==> src/rtl/zsup_pkg.sv <==
package zsup_pkg;
  localparam int BCD_W = 4;
  localparam int SEG_W = 7;

  // Segment pattern for one digit, bit 0 = segment a ... bit 6 = segment g.
  function automatic logic [SEG_W-1:0] bcd_to_seg(input logic [BCD_W-1:0] code);
    logic [SEG_W-1:0] pat;
    case (code)
      4'd0:    pat = 7'h3F;
      4'd1:    pat = 7'h06;
      4'd2:    pat = 7'h5B;
      4'd3:    pat = 7'h4F;
      4'd4:    pat = 7'h66;
      4'd5:    pat = 7'h6D;
      4'd6:    pat = 7'h7D;
      4'd7:    pat = 7'h07;
      4'd8:    pat = 7'h7F;
      4'd9:    pat = 7'h6F;
      default: pat = 7'h00;
    endcase
    return pat;
  endfunction
endpackage

==> src/rtl/zsup_ripple_chain.sv <==
// One blanking chain. A digit may go dark only if the digit before it in
// the walking order went dark. FROM_LSB selects the walking direction.
module zsup_ripple_chain #(
  parameter int N        = 8,
  parameter bit FROM_LSB = 1'b0
) (
  input  logic [N-1:0] may_blank,
  output logic [N-1:0] blank
);
  generate
    if (FROM_LSB) begin : g_up
      always_comb begin
        logic run;
        run = 1'b1;
        for (int k = 0; k < N; k++) begin
          run      = run & may_blank[k];
          blank[k] = run;
        end
      end
    end else begin : g_down
      always_comb begin
        logic run;
        run = 1'b1;
        for (int k = N - 1; k >= 0; k--) begin
          run      = run & may_blank[k];
          blank[k] = run;
        end
      end
    end
  endgenerate
endmodule

==> src/rtl/zsup_digit_out.sv <==
// Per-digit pattern select: lamp test, then dark, then decoded value.
module zsup_digit_out
  import zsup_pkg::*;
(
  input  logic [BCD_W-1:0] code,
  input  logic             dark,
  input  logic             lamp,
  output logic [SEG_W-1:0] seg
);
  always_comb begin
    if (lamp)      seg = '1;
    else if (dark) seg = '0;
    else           seg = bcd_to_seg(code);
  end
endmodule

==> src/rtl/zsup_display.sv <==
module zsup_display
  import zsup_pkg::*;
#(
  parameter int NUM_DIGITS = 8,
  localparam int PW = $clog2(NUM_DIGITS + 1)
) (
  input  logic                        clk,
  input  logic                        rst_n,
  input  logic [NUM_DIGITS*BCD_W-1:0] digits_in,
  input  logic [PW-1:0]               point_pos,
  input  logic [NUM_DIGITS-1:0]       keep_mask,
  input  logic                        lamp_test,
  output logic [NUM_DIGITS*SEG_W-1:0] seg_out
);
  localparam int OUT_W = NUM_DIGITS * SEG_W;

  // Named internal events, brought out for the checker.
  logic [NUM_DIGITS-1:0] is_frac;
  logic [NUM_DIGITS-1:0] may_blank;
  logic [NUM_DIGITS-1:0] int_blank;
  logic [NUM_DIGITS-1:0] frac_blank;
  logic [NUM_DIGITS-1:0] digit_blank;
  logic [OUT_W-1:0]      seg_next;
  logic [OUT_W-1:0]      seg_q;

  generate
    for (genvar i = 0; i < NUM_DIGITS; i++) begin : g_digit
      assign is_frac[i]     = (PW'(i) < point_pos);
      assign may_blank[i]   = (digits_in[i*BCD_W +: BCD_W] == '0) & ~keep_mask[i];
      assign digit_blank[i] = is_frac[i] ? frac_blank[i] : int_blank[i];

      zsup_digit_out u_digit (
        .code (digits_in[i*BCD_W +: BCD_W]),
        .dark (digit_blank[i]),
        .lamp (lamp_test),
        .seg  (seg_next[i*SEG_W +: SEG_W])
      );
    end
  endgenerate

  // Integer side: walks down from the top digit.
  zsup_ripple_chain #(.N(NUM_DIGITS), .FROM_LSB(1'b0)) u_int_chain (
    .may_blank (may_blank),
    .blank     (int_blank)
  );

  // Fraction side: walks up from digit 0.
  zsup_ripple_chain #(.N(NUM_DIGITS), .FROM_LSB(1'b1)) u_frac_chain (
    .may_blank (may_blank),
    .blank     (frac_blank)
  );

  always_ff @(posedge clk or negedge rst_n) begin
    if (!rst_n) seg_q <= '0;
    else        seg_q <= seg_next;
  end

  assign seg_out = seg_q;
endmodule

==> config.mk <==
export PLATFORM = sky130hd
export DESIGN_NAME = zsup_display
export DESIGN_NICKNAME = d
export VERILOG_FILES = /design/src/rtl/zsup_pkg.sv /design/src/rtl/zsup_ripple_chain.sv /design/src/rtl/zsup_digit_out.sv /design/src/rtl/zsup_display.sv
export SDC_FILE = /design/constraint.sdc
export NUM_CORES = 1
export LEC_CHECK = 0
export BUFFER_PORTS_ARGS = -buffer_cell sky130_fd_sc_hd__buf_4
export CAP_MARGIN = 25
export CELL_PAD_IN_SITES_DETAIL_PLACEMENT = 2
export CELL_PAD_IN_SITES_GLOBAL_PLACEMENT = 2
export CORE_MARGIN = 1.5
export CORE_UTILIZATION = 35
export DETAILED_ROUTE_END_ITERATION = 10
export PLACE_DENSITY = 0.85
export SYNTH_ARGS = -nofsm -noshare
export SYNTH_HDL_FRONTEND = slang
export SYNTH_SLANG_ARGS = --single-unit
==> constraint.sdc <==
create_clock -name clk -period 0.8 [get_ports clk]
set_input_delay 0.08 -clock clk [delete_from_list [all_inputs] [get_ports clk]]
set_output_delay 0.08 -clock clk [all_outputs]
set_load 0.1 [all_outputs]
==> flow_metrics.env, run 1 <==
export IMPL_status="stopped before the end"
export IMPL_flow_stopped_at="4_1_cts"
export IMPL_first_error="[ERROR DPL-0033] detailed placement checks failed during check placement."
export IMPL_ys_seq_area_frac=0.340
export IMPL_async_reset_ff_frac=1.00
export IMPL_synth_nets=546
export IMPL_synth_top_area_cell="dfrtp_1"
export IMPL_yosysMostFrequentCell="dfrtp_1"
export IMPL_synth_edf_count=0
export IMPL_start_util=0.360
export IMPL_cts_setup_buffers=23
export IMPL_die_width_microns=112
export IMPL_cts_root_buf="clkbuf_16"
export IMPL_ctsResizeCount=158
export IMPL_syn_avg_cell_area_sq_um=9.14
export IMPL_place_congestion=0.808
export IMPL_synth_xor_area_frac=0.00425
export IMPL_synth_top_area_frac=0.340
export IMPL_cts_made_buffers=5
export IMPL_fp_dieH_microns=112
export IMPL_synth_ff_type="dfrtp_1"
export IMPL_place_port_buffers=102
export IMPL_cts_buffer_depth=2
export IMPL_dp_hpwl_microns=13900
export IMPL_synth_simple_area_share=0.217
export IMPL_synth_mux_area_fraction=0.0109
export IMPL_core_rowCount=39
export IMPL_yosys_top_cells_count="dfrtp_1, ha_1, a21oi_1"
export IMPL_yosys_area_share_adder=0.146
export IMPL_ctsHoldBuffers=1
export IMPL_post_place_ws_ns=-1.07
export IMPL_dp_cells=770
export IMPL_synth_cell_type_count=52
export IMPL_synthCells=451
export IMPL_synth_seq_cells=56
export IMPL_synth_area_leaders="dfrtp_1, ha_1, a21oi_1, o21ai_0, inv_1"
export IMPL_syn_cell_area_sq_um=4120
export IMPL_htree_levels=2
export IMPL_synth_top_family_by_area="compound AO/OA/AOI/OAI gates"
export IMPL_io_pins=103
export IMPL_clock_sinks=56
export IMPL_yosys_warnings=0
export IMPL_synth_compound_area_frac=0.221
## stage by stage
stage	utilization	area, sq um
after floorplan	-	4430
after global placement	0.521	5970
after detailed placement	0.521	5970
## kinds of logic after synthesis
family / Yosys count
XOR/XNOR: 2
buffers and inverters: 56
adder cells (fa/ha/maj): 48
flip-flops: 56
multiplexers: 4
AO/OA/AOI/OAI: 152
AND/OR/NAND/NOR: 133
==> run 2, diff against run 1 <==
--- a/config.mk
+++ b/config.mk
@@ -7,12 +7,10 @@
 export LEC_CHECK = 0
 export BUFFER_PORTS_ARGS = -buffer_cell sky130_fd_sc_hd__buf_4
 export CAP_MARGIN = 25
-export CELL_PAD_IN_SITES_DETAIL_PLACEMENT = 2
-export CELL_PAD_IN_SITES_GLOBAL_PLACEMENT = 2
 export CORE_MARGIN = 1.5
 export CORE_UTILIZATION = 35
 export DETAILED_ROUTE_END_ITERATION = 10
-export PLACE_DENSITY = 0.85
+export PLACE_DENSITY_LB_ADDON = 0.15
 export SYNTH_ARGS = -nofsm -noshare
 export SYNTH_HDL_FRONTEND = slang
 export SYNTH_SLANG_ARGS = --single-unit
==> run 2 against run 1 <==
  * The flow now finishes, with violations (setup timing)
  * Synthesized cell count unchanged
  * Area after synthesis is the same
==> flow_metrics.env, run 2 <==
export IMPL_fin_ws_ns=-0.453
export IMPL_power_mw=10.1
export IMPL_hold_ws_ns=0.225
export IMPL_drv_cap=0
export IMPL_wirelength_microns=11600
export IMPL_cpMaxStageDelayCell="o21ai_4"
export IMPL_io_pins=103
export IMPL_syn_to_final_growth_pct=75.2
export IMPL_async_reset_ff_frac=1.00
export IMPL_crit_path_end_kind="register"
export IMPL_synthCells=451
export IMPL_ir_drop_v=0.000990
export IMPL_hp_class="primary input to register"
export IMPL_final_common_cell="buf_4"
export IMPL_use_met3=0.0245
export IMPL_drive_gt1_frac=0.562
export IMPL_finalSetupViolCount=112
export IMPL_vias=3979
export IMPL_rsz0062_at_grt="yes"
export IMPL_antennaDiodeCount=0
export IMPL_switching_share=0.375
export IMPL_via_per_inst=4.97
export IMPL_syn_cell_area_sq_um=4120
export IMPL_nets=751
export IMPL_cts_root_buf="clkbuf_16"
export IMPL_cp_start_kind="primary input"
export IMPL_synth_ff_type="dfrtp_1"
export IMPL_final_core_util=0.630
export IMPL_antenna_found_initial=0
export IMPL_start_util=0.360
export IMPL_track_usage=0.189
export IMPL_layout_common_cells="buf_4, dfrtp_2, buf_6"
export IMPL_place_congestion=0.843
export IMPL_cts_clk_slew_worst_paths_ns=0.07
export IMPL_largest_reg_flops=56
export IMPL_dpl_instance_area_sq_um=6040
export IMPL_dp_hpwl_microns=8910
export IMPL_setup_tns_ns=-30.80
export IMPL_cp_required_ns=0.98
export IMPL_grt_pass1_vias=3948
export IMPL_worstMarginPinSlew_ns=0.695
export IMPL_post_route_period_util=1.57
export IMPL_ant_nets=0
export IMPL_die_width_microns=112
export IMPL_use_met1=0.248
export IMPL_wl_per_cell_microns=14.5
export IMPL_power_switching_mw=3.77
export IMPL_critical_path_class="primary input to register"
export IMPL_synth_cell_type_count=52
export IMPL_finalHoldViolCount=0
export IMPL_cts_made_buffers=5
export IMPL_p_comb_frac=0.417
export IMPL_first_pass_iters=4
export IMPL_crit_chain="buf_8 -> inv_4 -> ha_4 -> nor4b_4 -> buf_4 -> nand3_4 -> buf_12 -> buf_6 -> o21ai_4 -> o21ai_1"
export IMPL_clock_sinks=56
export IMPL_busiest_layer="met2"
export IMPL_nFillCells=937
export IMPL_p_per_area_nw_per_um2=1390
export IMPL_synth_top_area_frac=0.340
export IMPL_core_rowCount=39
export IMPL_cts_tree="done"
export IMPL_dieArea_sq_um=12400
export IMPL_internal_power_mw=6.29
export IMPL_violations="setup timing"
export IMPL_multi_input_area_sq_um=2920
export IMPL_ys_seq_area_frac=0.340
export IMPL_gr_total_overflow=0
export IMPL_core_sq_um=11500
export IMPL_seq_power_share=0.318
export IMPL_yosysMostFrequentCell="dfrtp_1"
export IMPL_yosys_warnings=0
export IMPL_regArea_sq_um=1470
export IMPL_final_area_sq_um=7230
export IMPL_htree_levels=2
export IMPL_path_max_fanout=7
export IMPL_synth_top_area_cell="dfrtp_1"
export IMPL_yosys_top_cells_count="dfrtp_1, ha_1, a21oi_1"
export IMPL_syn_avg_cell_area_sq_um=9.14
export IMPL_status="finished, violations left"
export IMPL_min_period_ns=1.25
export IMPL_drcViolationCount=0
export IMPL_fp_dieH_microns=112
export IMPL_max_freq_ghz=0.798
export IMPL_slew_violations=0
export IMPL_grt_pass1_wl_microns=19200
export IMPL_place_port_buffers=102
export IMPL_synth_nets=546
export IMPL_max_stage_delay_ns=0.24
export IMPL_synth_area_leaders="dfrtp_1, ha_1, a21oi_1, o21ai_0, inv_1"
export IMPL_drtIter0Drc=140
export IMPL_synth_edf_count=0
export IMPL_crit_arrival_ns=1.43
export IMPL_p_leak_nw=3.15
export IMPL_cts_buffer_depth=2
export IMPL_use_met2=0.330
export IMPL_grt_start_max_net_pins=57
export IMPL_relSlewSlack=0.535
export IMPL_synth_seq_cells=56
export IMPL_p_clk_frac=0.265
==> run 2: worst max-delay path, delay by kind of cell <==
| family | cells | cell delay (ns) |
|---|---|---|
| buffers and inverters | 5 | 0.62 |
| AOI/OAI and AO/OA | 2 | 0.34 |
| and+or+nand+nor | 2 | 0.25 |
| adders and majority gates | 1 | 0.13 |
==> run 2: cell type report <==
cell class | count | share of cell area
clock buffers | 7 | 0.0211
clock inverters | 1 | 0.00416
inverters | 33 | 0.0282
multi-input cells | 339 | 0.404
flip-flops and latches | 56 | 0.203
well taps | 143 | 0.0248
repair buffers | 221 | 0.315
==> run 2: worst paths after layout <==
path | from | to | slack (ns) | cells past startpoint
setup / recovery | digits_in[17] | seg_out[38] | -0.45 | 10
hold / removal | lamp_test | seg_out[5] | 0.23 | 5
max in group asynchronous | rst_n | seg_out[22] | 0.21 | 3
min in group asynchronous | rst_n | seg_out[47] | 0.32 | 3
==> run 2: per-layer routing <==
metal	share of wire	vias to the layer above
li1	-	2010
met1	0.45	1868
met2	0.50	85
met3	0.031	16
met4	0.020	0
met5	0	-
==> run 2: logic make-up (layout without fill, tap and decap cells) <==
family	count (synthesis)	in the layout	synth area share
compound gates	152	152	0.221
xor+xnor	2	2	0.00425
fa+ha+maj	48	48	0.146
buf+inv	56	262	0.0616
flops	56	56	0.340
mux	4	4	0.0109
simple gates	133	133	0.217
==> run 2: power groups by stage <==
stage	combinational, mW	sequential [mW]	clock, mW
detailed placement	3.71	3.19	0
finish	4.19	3.20	2.67
global route	4.43	3.22	2.90
floorplan	0.958	4.69	0
global placement	3.67	3.19	0
CTS	4.06	3.19	2.75
==> run 2: timing repair <==
action,in CTS,in global routing
setup endpoints to repair,112,112
buffers inserted,11,5
pin swaps,31,17
endpoints found under the hold margin,56,0
resized for setup,141,52
hold buffers,1,0
==> run 2: stage by stage <==
stage	setup slack, ns	instances
floorplan	-0.624	451
global placement	-0.864	775
detailed placement	-0.931	775
CTS	-0.502	795
global route	-0.532	800
finish	-0.453	800
Power figures use the tool's default switching activity.
